[src/rtl/comp_timer_pkg.sv]
package comp_timer_pkg;

    localparam int SEL_W     = 5;
    localparam int PRG_AW    = 18;
    localparam int WIN_AW    = 15;
    localparam int BANK16_AW = 14;
    localparam int CHR_AW    = 13;

    // Select register layout; field order matters (bit 4 down to bit 0)
    typedef struct packed {
        logic       hold;       // bit 4: stop and clear timer
        logic       game_en;    // bit 3: game region vs menu
        logic [1:0] menu_bank;  // bits 2:1: 32K menu bank
        logic       spare;      // bit 0
    } sel_reg_t;

    // Control register bits 3:2 PRG organisation
    typedef enum logic [1:0] {
        PM_WIDE_A = 2'b00,
        PM_WIDE_B = 2'b01,
        PM_FIX_LO = 2'b10,
        PM_FIX_HI = 2'b11
    } prg_mode_e;

    // Inner 16K bank (3 bits) for the half selected by upper_half
    function automatic logic [2:0] inner_bank(prg_mode_e mode,
                                              logic [3:0] bank,
                                              logic upper_half);
        logic [2:0] b;
        unique case (mode)
            PM_FIX_HI: b = upper_half ? 3'd7 : bank[2:0];
            PM_FIX_LO: b = upper_half ? bank[2:0] : 3'd0;
            default:   b = {bank[2:1], upper_half};
        endcase
        return b;
    endfunction

endpackage

[src/rtl/comp_timer_count.sv]
module comp_timer_count #(
    parameter int          DIP_W       = 4,
    parameter int          DIP_LSB     = 25,
    parameter logic [3:0]  DIP_DEFAULT = 4'hE,
    localparam int         CNT_W       = DIP_LSB + DIP_W + 1
) (
    input  logic             clk,
    input  logic             rst,
    input  logic             step_en,
    input  logic             clear,
    input  logic [DIP_W-1:0] dip_sw,
    output logic [CNT_W-1:0] count,
    output logic             irq
);
    localparam logic [CNT_W-1:0] LOW_MASK = (CNT_W'(1) << DIP_LSB) - CNT_W'(1);
    localparam logic [CNT_W-1:0] THRESH   = ~LOW_MASK;

    logic [DIP_W-1:0] dip_q;
    logic [CNT_W-1:0] cnt_q;
    logic [CNT_W-1:0] cnt_inc;
    logic [CNT_W-1:0] cmp_val;
    logic             irq_q;
    logic             expire;

    always_comb begin
        cnt_inc = cnt_q + CNT_W'(1);
        cmp_val = cnt_inc | (CNT_W'(dip_q) << DIP_LSB);
        expire  = (cmp_val >= THRESH);
    end

    always_ff @(posedge clk) begin
        if (rst) begin
            dip_q <= DIP_W'(DIP_DEFAULT);
        end else begin
            dip_q <= dip_sw;
        end
    end

    always_ff @(posedge clk) begin
        if (rst) begin
            cnt_q <= '0;
            irq_q <= 1'b0;
        end else if (clear) begin
            cnt_q <= '0;
            irq_q <= 1'b0;
        end else if (step_en) begin
            if (expire) begin
                cnt_q <= '0;
                irq_q <= 1'b1;
            end else begin
                cnt_q <= cnt_inc;
            end
        end
    end

    assign count = cnt_q;
    assign irq   = irq_q;
endmodule

[src/rtl/comp_timer_prgmap.sv]
module comp_timer_prgmap
    import comp_timer_pkg::*;
(
    input  sel_reg_t          sel,
    input  logic [SEL_W-1:0]  ctrl_mode,
    input  logic [SEL_W-1:0]  prg_bank,
    input  logic [WIN_AW-1:0] cpu_addr,
    output logic [PRG_AW-1:0] prg_addr
);
    prg_mode_e  mode;
    logic [2:0] game_bank;

    always_comb begin
        mode      = prg_mode_e'(ctrl_mode[3:2]);
        game_bank = inner_bank(mode, prg_bank[3:0], cpu_addr[WIN_AW-1]);
        if (sel.game_en) begin
            prg_addr = {1'b1, game_bank, cpu_addr[BANK16_AW-1:0]};
        end else begin
            prg_addr = {1'b0, sel.menu_bank, cpu_addr};
        end
    end
endmodule

[src/rtl/comp_timer_sel.sv]
module comp_timer_sel
    import comp_timer_pkg::*;
#(
    parameter int         DIP_W       = 4,
    parameter int         DIP_LSB     = 25,
    parameter logic [3:0] DIP_DEFAULT = 4'hE
) (
    input  logic              clk,
    input  logic              rst,
    input  logic              cpu_ce,
    input  logic              sel_wr,
    input  logic [4:0]        sel_data,
    input  logic [4:0]        ctrl_mode,
    input  logic [4:0]        prg_bank,
    input  logic [DIP_W-1:0]  dip_sw,
    input  logic [14:0]       cpu_addr,
    input  logic [12:0]       ppu_addr,
    output logic              irq,
    output logic [17:0]       prg_addr,
    output logic [12:0]       chr_addr
);
    localparam int CNT_W = DIP_LSB + DIP_W + 1;

    sel_reg_t         sel_q;
    sel_reg_t         sel_new;
    logic             tmr_clear;
    logic             tmr_step;
    logic [CNT_W-1:0] tmr_cnt;

    assign sel_new   = sel_reg_t'(sel_data);
    assign tmr_clear = sel_wr & sel_new.hold;
    assign tmr_step  = cpu_ce & ~sel_q.hold;

    always_ff @(posedge clk) begin
        if (rst) begin
            sel_q <= '0;
        end else if (sel_wr) begin
            sel_q <= sel_new;
        end
    end

    comp_timer_count #(
        .DIP_W      (DIP_W),
        .DIP_LSB    (DIP_LSB),
        .DIP_DEFAULT(DIP_DEFAULT)
    ) u_count (
        .clk    (clk),
        .rst    (rst),
        .step_en(tmr_step),
        .clear  (tmr_clear),
        .dip_sw (dip_sw),
        .count  (tmr_cnt),
        .irq    (irq)
    );

    comp_timer_prgmap u_prgmap (
        .sel      (sel_q),
        .ctrl_mode(ctrl_mode),
        .prg_bank (prg_bank),
        .cpu_addr (cpu_addr),
        .prg_addr (prg_addr)
    );

    assign chr_addr = ppu_addr;
endmodule

[config.mk]
export PLATFORM = sky130hd
export DESIGN_NAME = comp_timer_sel
export DESIGN_NICKNAME = d
export VERILOG_FILES = /design/src/rtl/comp_timer_pkg.sv /design/src/rtl/comp_timer_count.sv /design/src/rtl/comp_timer_prgmap.sv /design/src/rtl/comp_timer_sel.sv
export SDC_FILE = /design/constraint.sdc
export NUM_CORES = 1
export LEC_CHECK = 0
export BUFFER_PORTS_ARGS = -buffer_cell sky130_fd_sc_hd__buf_4
export CAP_MARGIN = 20
export CORE_UTILIZATION = 51
export DETAILED_ROUTE_END_ITERATION = 7
export HOLD_SLACK_MARGIN = 0.05
export PLACE_DENSITY = 0.81
export SYNTH_ARGS = -nofsm -noshare
export SYNTH_HDL_FRONTEND = slang
export SYNTH_SLANG_ARGS = --single-unit
[constraint.sdc]
create_clock -name clk -period 3.7 [get_ports clk]
set_input_delay 0.185 -clock clk [delete_from_list [all_inputs] [get_ports clk]]
set_output_delay 0.185 -clock clk [all_outputs]
set_load 0.005 [all_outputs]
==> flow_metrics.tcl <==
set metrics [dict create \
    gp_congestion 0.802 \
    ys_seq_elements 39 \
    grt_antenna_before_repair 0 \
    p_comb_frac 0.082 \
    hold_start "dip_sw[3]" \
    yosys.area.top_type "dfxtp_1" \
    setup_slack_ps 1130 \
    grt_max_degree 32 \
    cts_buffers 5 \
    wl_met2_mm 2.07 \
    via_per_inst 5.84 \
    relSlewSlack 0.354 \
    cp-startpoint "u_count.count[13]" \
    hold_slack_ps 74.4 \
    met3_length_um 225 \
    max_clock_freq_mhz 390 \
    detail_route.wirelength.met1_mm 2.01 \
    hold_viol 0 \
    drt_drc_violations_left 0 \
    final_core_util 0.551 \
    h-tree-depth 2 \
    drtIter0Drc 141 \
    leakagePower_nw 0.808 \
    vdd.ir_drop.worst_uv 181 \
    die_area_um2 4930 \
    maxSlewViolCount 0 \
    netlist_top_cells_area "dfxtp_1 (33%), buf_4 (8.9%), xnor2_1 (7.7%)" \
    grt_pass1_wl_mm 7.40 \
    synth_area_per_cell_um2 8.79 \
    path_clk_slew_ps 80 \
    layout_commonest_cell "dfxtp_1" \
    layout-drive-gt1-share 0.211 \
    pwr-share-seq 0.559 \
    swShare 0.241 \
    finalClockSkew_ps 7.86 \
    num_vias 1827 \
    ys_warn_count 0 \
    worst_pin_slew_ps 969 \
    synth_cell_types 44 \
    path_class "flop to flop" \
    grtUsageTotal 0.183 \
    rows 24 \
    drtAntennaViolNets 0 \
    die_x_um 70.2 \
    syn2layout_area_growth_pct 2.42 \
    cp.arrival_ps 2690 \
    synthCells 270 \
    initial_core_util 0.538 \
    rr_startpoint "u_count.count[13]" \
    period_minus_slack_ps 2570 \
    cts_resized 0 \
    core_um2 4410 \
    cts_tree "built" \
    top_layer "met4" \
    p_int_uw 584 \
    pre_cts_slack_ps 1170 \
    final_cell_mix "dfxtp_1 (39), buf_4 (26), nand2_1 (21), xnor2_1 (21)" \
    synth_fp_nets 322 \
    cts.sinks 39 \
    worstRegToRegCells 8 \
    worstHoldPathCells 2 \
    synth_edf_count 0 \
    post_cts_buffers 0 \
    critPathMaxFanout 30 \
    dr.pass1.iters 5 \
    worstSkewPairLatency_ps 290 \
    avgRoutedWirePerCell_um 14.2 \
    wirelength_mm 4.45 \
    place_hpwl_mm 3.11 \
    cap_violations 0 \
    root_buffer "clkbuf_8" \
    fin_setup_tns_ps 0 \
    rsz0062_at_grt "false" \
    holdCritPathClass "input port to flop" \
    startpoint_type "flop" \
    synth_top_area_frac 0.329 \
    crit_path_end_kind "flop" \
    syn_area_um2 2370 \
    power_frac_clock 0.359 \
    synth-async-reset-ratio 0 \
    power_switching_uw 185 \
    grt_pass1_vias 1665 \
    grt_overflow 0 \
    clockBufferDepth 2 \
    fin_nets 312 \
    finalSetupViolations 0 \
    ios 83 \
    die_h_um 70.2 \
    fin_crit_sh 0.694 \
    cts_hold_buf 0 \
    critical_path_required_ps 3820 \
    ys_seq_area_frac 0.329 \
    port_buffers 22 \
    ys.flop_type "dfxtp_1" \
    cellPowerDensity_nw_per_um2 316 \
    status "finished clean" \
    n_antenna_cell 0 \
]
-- power by group through the flow --
stage	combinational [mW]	sequential, mW	clock (mW)
after global placement	0.0622	0.440	0
after CTS	0.0636	0.430	0.281
after floorplan	0.0613	0.439	0
final	0.0628	0.430	0.277
after global routing	0.0687	0.431	0.300
after detailed placement	0.0632	0.440	0
-- worst max-delay path, cell delays in order (launching register included) --
cell and delay [ps]:
dfxtp_1 430, nand4_1 120, buf_4 200, or4_4 530, nor4_4 230, nor3_2 100, a2111oi_4 280, buf_4 380
a211oi_1 130
-- synth_stat cells, types with 3 or more instances --
library cell  number
nor2_1            18
nand2_1           21
xor2_1             7
mux2_2             3
xnor2_1           21
buf_6              3
nor2b_1            5
clkbuf_1          12
nor4_1             9
inv_1              6
a211oi_2           6
and4_1             3
nor3_1             6
a211oi_1          18
nand3_1           11
buf_4             28
nand4_1            8
or2_2              3
mux2i_1            4
dfxtp_1           39
a21oi_1           10
-- final cells by class --
type                            count  area (µm²)
Multi-Input combinational cell    182        1280
Clock buffer                        5        68.8
Sequential cell                    39         781
Tap cell                           52        65.1
Clock inverter                      3        15.0
Inverter                            6        22.5
Fill cell                         404        1980
Timing Repair Buffer               26         195
-- layer usage --
layer | GRT usage | vias to the layer above
li1 | - | 919
met1 | 0.238 | 837
met2 | 0.292 | 49
met3 | 0.0361 | 22
met4 | 0.0822 | 0
met5 | 0 | -
-- sequential cells by signal (all words and copies together) (netlist names) --
| signal | count |
|---|---|
| u_count.count | 30 |
| u_count.dip_q | 4 |
| sel_q | 4 |
| u_count.irq | 1 |
-- final timing paths --
path              slack [ps]                end
setup / recovery        1130  u_count.count[12]
hold reg to reg          490   u_count.count[1]
hold / removal            70   u_count.dip_q[3]
setup reg to reg        1130  u_count.count[12]
-- kinds of logic (layout without fill, tap and decap cells) --
| group | after synthesis | in the layout | share of synthesized area |
|---|---|---|---|
| multiplexers | 7 | 7 | 0.0311 |
| XOR/XNOR | 28 | 28 | 0.103 |
| buffers and inverters | 49 | 40 | 0.131 |
| flip-flops | 39 | 39 | 0.329 |
| adder cells (fa/ha/maj) | 1 | 1 | 0.00527 |
| AND/OR/NAND/NOR | 100 | 100 | 0.246 |
| AO/OA/AOI/OAI | 46 | 46 | 0.154 |
-- through the flow --
stage               std cells  total power, mW  instance area, µm²
global placement          305            0.502                2350
finish                    313            0.769                2430
detailed placement        305            0.503                2350
CTS                       313            0.774                2430
floorplan                 270            0.500                2370
global route              313            0.800                2430
No activity file was read; power rests on OpenSTA's default activity.
